### src/rtl/sbi_pkg.sv
package sbi_pkg;
  localparam int ADDR_W = 8;
  localparam int REG_W  = 16;

  localparam logic [ADDR_W-1:0] ADDR_SRC = 8'h4F;
  localparam logic [ADDR_W-1:0] ADDR_CFG = 8'h3B;
  localparam logic [ADDR_W-1:0] ADDR_CMD = 8'h6A;

  localparam logic [REG_W-1:0] CFG_START_VAL = 16'h0020;
  localparam logic [REG_W-1:0] CMD_RUN_VAL   = 16'h0001;
  localparam logic [REG_W-1:0] SRC_PRI_VAL   = 16'h0000;
  localparam logic [REG_W-1:0] SRC_ALT_VAL   = 16'h0002;

  typedef struct packed {
    logic bclk;
    logic ident;
    logic data;
  } sbi_lines_t;
endpackage

### src/rtl/sbi_line_sync.sv
module sbi_line_sync
  import sbi_pkg::*;
#(
  parameter int STAGES = 2
) (
  input  logic       clk,
  input  logic       rst,
  input  sbi_lines_t raw,
  output sbi_lines_t synced,
  output logic       bclk_fall
);
  sbi_lines_t stage_q [STAGES];
  logic       bclk_prev_q;

  always_ff @(posedge clk) begin
    if (rst) begin
      for (int i = 0; i < STAGES; i++) stage_q[i] <= '0;
      bclk_prev_q <= 1'b0;
    end else begin
      stage_q[0] <= raw;
      for (int i = 1; i < STAGES; i++) stage_q[i] <= stage_q[i-1];
      bclk_prev_q <= stage_q[STAGES-1].bclk;
    end
  end

  assign synced    = stage_q[STAGES-1];
  assign bclk_fall = bclk_prev_q & ~stage_q[STAGES-1].bclk;
endmodule

### src/rtl/sbi_ctrl.sv
module sbi_ctrl
  import sbi_pkg::*;
(
  input  logic              clk,
  input  logic              rst,
  input  logic              we,
  input  logic [ADDR_W-1:0] addr,
  input  logic [REG_W-1:0]  wdata,
  input  logic              bclk_lvl,
  output logic              sel_alt,
  output logic              sel_chg,
  output logic              run_en
);
  logic cfg_ok_q;

  always_ff @(posedge clk) begin
    if (rst) begin
      sel_alt  <= 1'b0;
      sel_chg  <= 1'b0;
      cfg_ok_q <= 1'b0;
      run_en   <= 1'b0;
    end else begin
      sel_chg <= 1'b0;
      if (we) begin
        case (addr)
          ADDR_SRC: begin
            if (wdata == SRC_PRI_VAL && sel_alt) begin
              sel_alt <= 1'b0;
              sel_chg <= 1'b1;
            end else if (wdata == SRC_ALT_VAL && !sel_alt) begin
              sel_alt <= 1'b1;
              sel_chg <= 1'b1;
            end
          end
          ADDR_CFG: begin
            if (!bclk_lvl) cfg_ok_q <= (wdata == CFG_START_VAL);
          end
          ADDR_CMD: begin
            if (!bclk_lvl && cfg_ok_q && wdata == CMD_RUN_VAL) run_en <= 1'b1;
          end
          default: ;
        endcase
      end
    end
  end

  assert_src_keep_R8: assert property (@(posedge clk) disable iff (rst)
    (we && addr == ADDR_SRC && wdata != SRC_PRI_VAL && wdata != SRC_ALT_VAL) |=> $stable(sel_alt));

  assert_start_low_R4: assert property (@(posedge clk) disable iff (rst)
    $rose(run_en) |-> $past(we && addr == ADDR_CMD && !bclk_lvl));

  assert_run_sticky_R3: assert property (@(posedge clk) disable iff (rst)
    run_en |=> run_en);
endmodule

### src/rtl/sbi_packer.sv
module sbi_packer #(
  parameter int WORD_W = 16
) (
  input  logic              clk,
  input  logic              rst,
  input  logic              bit_fall,
  input  logic              bit_data,
  input  logic              bit_ident,
  input  logic              enable,
  input  logic              clear,
  output logic [WORD_W-1:0] word_data,
  output logic              word_valid,
  output logic              ident_err
);
  localparam int CNT_W = $clog2(WORD_W);
  localparam logic [CNT_W-1:0] LAST = CNT_W'(WORD_W - 1);

  logic [WORD_W-1:0] shift_q;
  logic [CNT_W-1:0]  cnt_q;

  always_ff @(posedge clk) begin
    if (rst) begin
      shift_q    <= '0;
      cnt_q      <= '0;
      word_data  <= '0;
      word_valid <= 1'b0;
      ident_err  <= 1'b0;
    end else begin
      word_valid <= 1'b0;
      ident_err  <= 1'b0;
      if (clear) begin
        cnt_q <= '0;
      end else if (bit_fall && enable) begin
        if (bit_ident) begin
          ident_err <= 1'b1;
        end else begin
          shift_q <= {shift_q[WORD_W-2:0], bit_data};
          if (cnt_q == LAST) begin
            word_data  <= {shift_q[WORD_W-2:0], bit_data};
            word_valid <= 1'b1;
            cnt_q      <= '0;
          end else begin
            cnt_q <= cnt_q + 1'b1;
          end
        end
      end
    end
  end

  assert_valid_pulse_R6: assert property (@(posedge clk) disable iff (rst)
    word_valid |=> !word_valid);

  assert_drop_excl_R10: assert property (@(posedge clk) disable iff (rst)
    ident_err |-> !word_valid);

  assert_clear_R9: assert property (@(posedge clk) disable iff (rst)
    clear |=> (cnt_q == '0 && !word_valid));

  assert_gate_R2: assert property (@(posedge clk) disable iff (rst)
    (bit_fall && !enable) |=> !word_valid);
endmodule

### src/rtl/serial_bitstream_rx.sv
module serial_bitstream_rx
  import sbi_pkg::*;
#(
  parameter int WORD_W      = 16,
  parameter int SYNC_STAGES = 2
) (
  input  logic              clk,
  input  logic              rst,
  input  logic              reg_we,
  input  logic [ADDR_W-1:0] reg_addr,
  input  logic [REG_W-1:0]  reg_wdata,
  input  logic              pri_sclk,
  input  logic              pri_sid,
  input  logic              pri_sdat,
  input  logic              alt_sclk,
  input  logic              alt_sid,
  input  logic              alt_sdat,
  output logic [WORD_W-1:0] word_data,
  output logic              word_valid,
  output logic              ident_err
);
  localparam int NSRC = 2;

  sbi_lines_t raw    [NSRC];
  sbi_lines_t synced [NSRC];
  logic       fall   [NSRC];

  assign raw[0] = '{bclk: pri_sclk, ident: pri_sid, data: pri_sdat};
  assign raw[1] = '{bclk: alt_sclk, ident: alt_sid, data: alt_sdat};

  for (genvar g = 0; g < NSRC; g++) begin : g_src
    sbi_line_sync #(.STAGES(SYNC_STAGES)) u_sync (
      .clk       (clk),
      .rst       (rst),
      .raw       (raw[g]),
      .synced    (synced[g]),
      .bclk_fall (fall[g])
    );
  end

  logic       sel_alt, sel_chg, run_en;
  sbi_lines_t act;
  logic       act_fall;

  assign act      = sel_alt ? synced[1] : synced[0];
  assign act_fall = sel_alt ? fall[1]   : fall[0];

  sbi_ctrl u_ctrl (
    .clk      (clk),
    .rst      (rst),
    .we       (reg_we),
    .addr     (reg_addr),
    .wdata    (reg_wdata),
    .bclk_lvl (act.bclk),
    .sel_alt  (sel_alt),
    .sel_chg  (sel_chg),
    .run_en   (run_en)
  );

  sbi_packer #(.WORD_W(WORD_W)) u_pack (
    .clk        (clk),
    .rst        (rst),
    .bit_fall   (act_fall),
    .bit_data   (act.data),
    .bit_ident  (act.ident),
    .enable     (run_en),
    .clear      (sel_chg),
    .word_data  (word_data),
    .word_valid (word_valid),
    .ident_err  (ident_err)
  );
endmodule

### config.mk
export PLATFORM = sky130hd
export DESIGN_NAME = serial_bitstream_rx
export DESIGN_NICKNAME = d
export VERILOG_FILES = /design/src/rtl/sbi_pkg.sv /design/src/rtl/sbi_line_sync.sv /design/src/rtl/sbi_ctrl.sv /design/src/rtl/sbi_packer.sv /design/src/rtl/serial_bitstream_rx.sv
export SDC_FILE = /design/constraint.sdc
export NUM_CORES = 1
export LEC_CHECK = 0
export BUFFER_PORTS_ARGS = -buffer_cell sky130_fd_sc_hd__buf_2
export CAP_MARGIN = 25
export CELL_PAD_IN_SITES_DETAIL_PLACEMENT = 0
export CELL_PAD_IN_SITES_GLOBAL_PLACEMENT = 2
export CORE_UTILIZATION = 29
export CTS_BUF_LIST = sky130_fd_sc_hd__clkbuf_2 sky130_fd_sc_hd__clkbuf_4 sky130_fd_sc_hd__clkbuf_8
export DETAILED_ROUTE_END_ITERATION = 16
export HOLD_SLACK_MARGIN = 0.05
export PLACE_DENSITY_LB_ADDON = 0.25
export SYNTH_ARGS = -nofsm -noshare
export SYNTH_HDL_FRONTEND = slang
export SYNTH_HIERARCHICAL = 1
export SYNTH_SLANG_ARGS = --single-unit
### constraint.sdc
create_clock -name clk -period 1.9 [get_ports clk]
set_input_delay 0.38 -clock clk [delete_from_list [all_inputs] [get_ports clk]]
set_output_delay 0.38 -clock clk [all_outputs]
set_load 0.05 [all_outputs]
==> impl_metrics.json <==
{
  "synth_top_area_share": 0.5011,
  "gp_congestion": 0.6703,
  "drc": 0,
  "synth_largest_area_cell": "dfxtp_1",
  "syn_inst": 254,
  "synth_common_cells": "dfxtp_1, nand2_1, a21oi_1, inv_1, or3_1",
  "cts_tree": "yes",
  "min_path_type": "input pin to register",
  "power_density_mw_per_mm2": 729.8,
  "yosysMostFrequentCell": "dfxtp_1",
  "path_clk_slew_ns": 0.09,
  "wire_per_inst_um": 10.63,
  "met2_usage": 0.1790,
  "clkLatencyLatePin_ns": 0.31,
  "synth_area_sq_mm": 0.002197,
  "final_util": 0.3564,
  "die-width_um": 89.04,
  "dp_hpwl_mm": 2.756,
  "clock-sinks": 55,
  "syn_nets": 288,
  "drtIter0Drc": 101,
  "setup_tns_ns": 0,
  "synth_seq_cells": 55,
  "finalWorstSetupSlack_ns": 0.1729,
  "pin_count": 51,
  "path_cells": "mux2_2 > nand4bb_1 > buf_12 > or3_1 > a21oi_1",
  "fin_nets": 330,
  "drv_cap": 0,
  "drv_slew": 0,
  "htreeDepth": 2,
  "arrival_ns": 1.96,
  "ctsLongestPathBuffers": 2,
  "skew_ns": 0.01016,
  "ant_nets": 0,
  "hold_viol_final": 0,
  "max_stage_delay_ns": 0.37,
  "relSlewSlack": 0.7200,
  "p_leak_nw": 0.9604,
  "synth_flop_cell": "dfxtp_1",
  "root_buffer": "clkbuf_8",
  "min_period_ns": 1.727,
  "seq_area_frac_synth": 0.5011,
  "use_met3": 0.02955,
  "num_rows": 31,
  "grt-ovfl-total": 0,
  "num_vias": 1733,
  "cp.required_ns": 2.14,
  "ys_async_sr_fraction": 0,
  "finalCritPeriodShare": 0.9090,
  "yosysWarnings": 6,
  "rsz0062_at_grt": "false",
  "path_class": "register to register",
  "postCtsHoldBufs": 0,
  "antenna-diode-count": 0,
  "area_growth_pct": 18.28,
  "drt_pre_antenna_iters": 4,
  "gr-usage-all-layers": 0.1157,
  "synth-edff-count": 0,
  "dieArea_sq_mm": 0.007928,
  "grt_pass1_vias": 1543,
  "wl_mm": 4.210,
  "grt_pass1_wl_mm": 7.072,
  "core_sq_mm": 0.007292,
  "grt_max_degree": 48,
  "met1_usage": 0.1556,
  "fp.dieH_um": 89.04,
  "crit_path_end_kind": "register",
  "start_util": 0.3013,
  "drive_gt1_frac": 0.2424,
  "dp_slack_ns": 0.1817,
  "synthTopCellsByArea": "dfxtp_1, a21oi_1, nand2_1, or3_1, nor2b_1",
  "slowest_stage": "mux2_2",
  "outcome": "finished, final reports clean",
  "cts_resized": 0,
  "fmaxAchievable_mhz": 579.0,
  "yosys.cell_types.count": 34,
  "tightestPinTransition_ns": 0.4162,
  "irDropWorstVdd_v": 0.0004341,
  "finalSetupViolCount": 0,
  "postCtsSetupBuffers": 0,
  "busiest_layer": "met2",
  "placed_area_sq_mm": 0.002510,
  "cp-start-kind": "register",
  "avgSynthCellArea_sq_um": 8.650,
  "numCtsBuffers": 5,
  "antenna_found_initial": 0,
  "crit_path_max_fanout": 47,
  "stdcell_area_sq_mm": 0.002599,
  "port_buffers": 50,
  "vias_per_cell": 4.376
}
## final cells by class
cell class	count	area (sq um)
Fill cell	799	4693
Sequential cell	55	1101
Multi-Input combinational cell	163	928.4
Timing Repair Buffer	54	292.8
Tap cell	99	123.9
Clock buffer	6	76.32
Inverter	17	63.81
Clock inverter	2	12.51
## power breakdown
| part | switching [mW] | leakage (nW) | internal (mW) |
|---|---|---|---|
| combinational | 0.0407 | 0.470 | 0.0426 |
| sequential | 0.00442 | 0.446 | 1.17 |
| clock | 0.369 | 0.0446 | 0.273 |
| total | 0.414 | 0.960 | 1.48 |
## path summary, 6_finish.rpt
check	start	to	slack (ns)	cells past startpoint
setup / recovery	u_ctrl/sel_alt	u_pack/word_data[8]	0.17	5
setup reg to reg	u_ctrl/sel_alt	u_pack/word_data[8]	0.17	5
hold reg to reg	g_src[1].u_sync/stage_q[0][0]	g_src[1].u_sync/stage_q[0][3]	0.44	1
hold / removal	pri_sclk	g_src[0].u_sync/stage_q[0][2]	0.28	2
## critical path, delay by kind of cell (launching register included)
family / cells / cell delay (ns)
simple gates: 2 / 0.61
mux: 1 / 0.37
flops: 1 / 0.34
buf+inv: 1 / 0.22
compound gates: 1 / 0.12
## per-stage QoR
stage	cells	power (mW)	hold WS (ns)
floorplan	254	1.240	0.4138
global placement	388	1.283	0.4166
detailed placement	388	1.283	0.4204
CTS	396	1.933	0.2702
global route	396	1.990	0.2803
finish	396	1.897	0.2781
## cells in the final DEF, fill, tap and decap left out, drive strengths merged
cell,n
a21oi,32
a22o,1
a31o,1
a31oi,1
and3,1
and4bb,1
buf,54
clkbuf,6
clkinv,1
clkinvlp,1
dfxtp,55
ha,1
inv,17
mux2,4
mux2i,2
nand2,38
nand3,6
nand3b,1
nand4b,3
nand4bb,1
nor2,5
nor2b,16
nor3,3
nor3b,2
nor4,5
nor4b,1
nor4bb,1
o21ai,16
or2,1
or3,17
or3b,1
xor2,2
## routing by layer
metal,routed length (um),part of all wire
met4,34,0.0081
met1,2224,0.53
met2,1786,0.42
met3,164,0.039
met5,0,0
## kinds of logic (layout without fill, tap and decap cells)
family / Yosys count / count (layout) / synth area share
muxes: 6 / 6 / 0.02961
xor gates and xnor gates: 2 / 2 / 0.007974
AOI/OAI and AO/OA: 51 / 51 / 0.1202
and+or+nand+nor: 103 / 103 / 0.2591
adders and majority gates: 1 / 1 / 0.005694
buffers and inverters: 36 / 79 / 0.07630
DFF: 55 / 55 / 0.5011
## registers in the layout, indices dropped and copies added (netlist names)
register and flops:
u_ctrl/sel_alt 1, u_ctrl/sel_chg 1, u_ctrl/cfg_ok_q 1, g_src.u_sync/bclk_prev_q 2, u_pack/cnt_q 4, u_pack/word_data 16
g_src.u_sync/stage_q 12, u_pack/word_valid 1, u_pack/shift_q 15, u_ctrl/run_en 1, u_pack/ident_err 1
No activity file was read; power rests on OpenSTA's default activity.
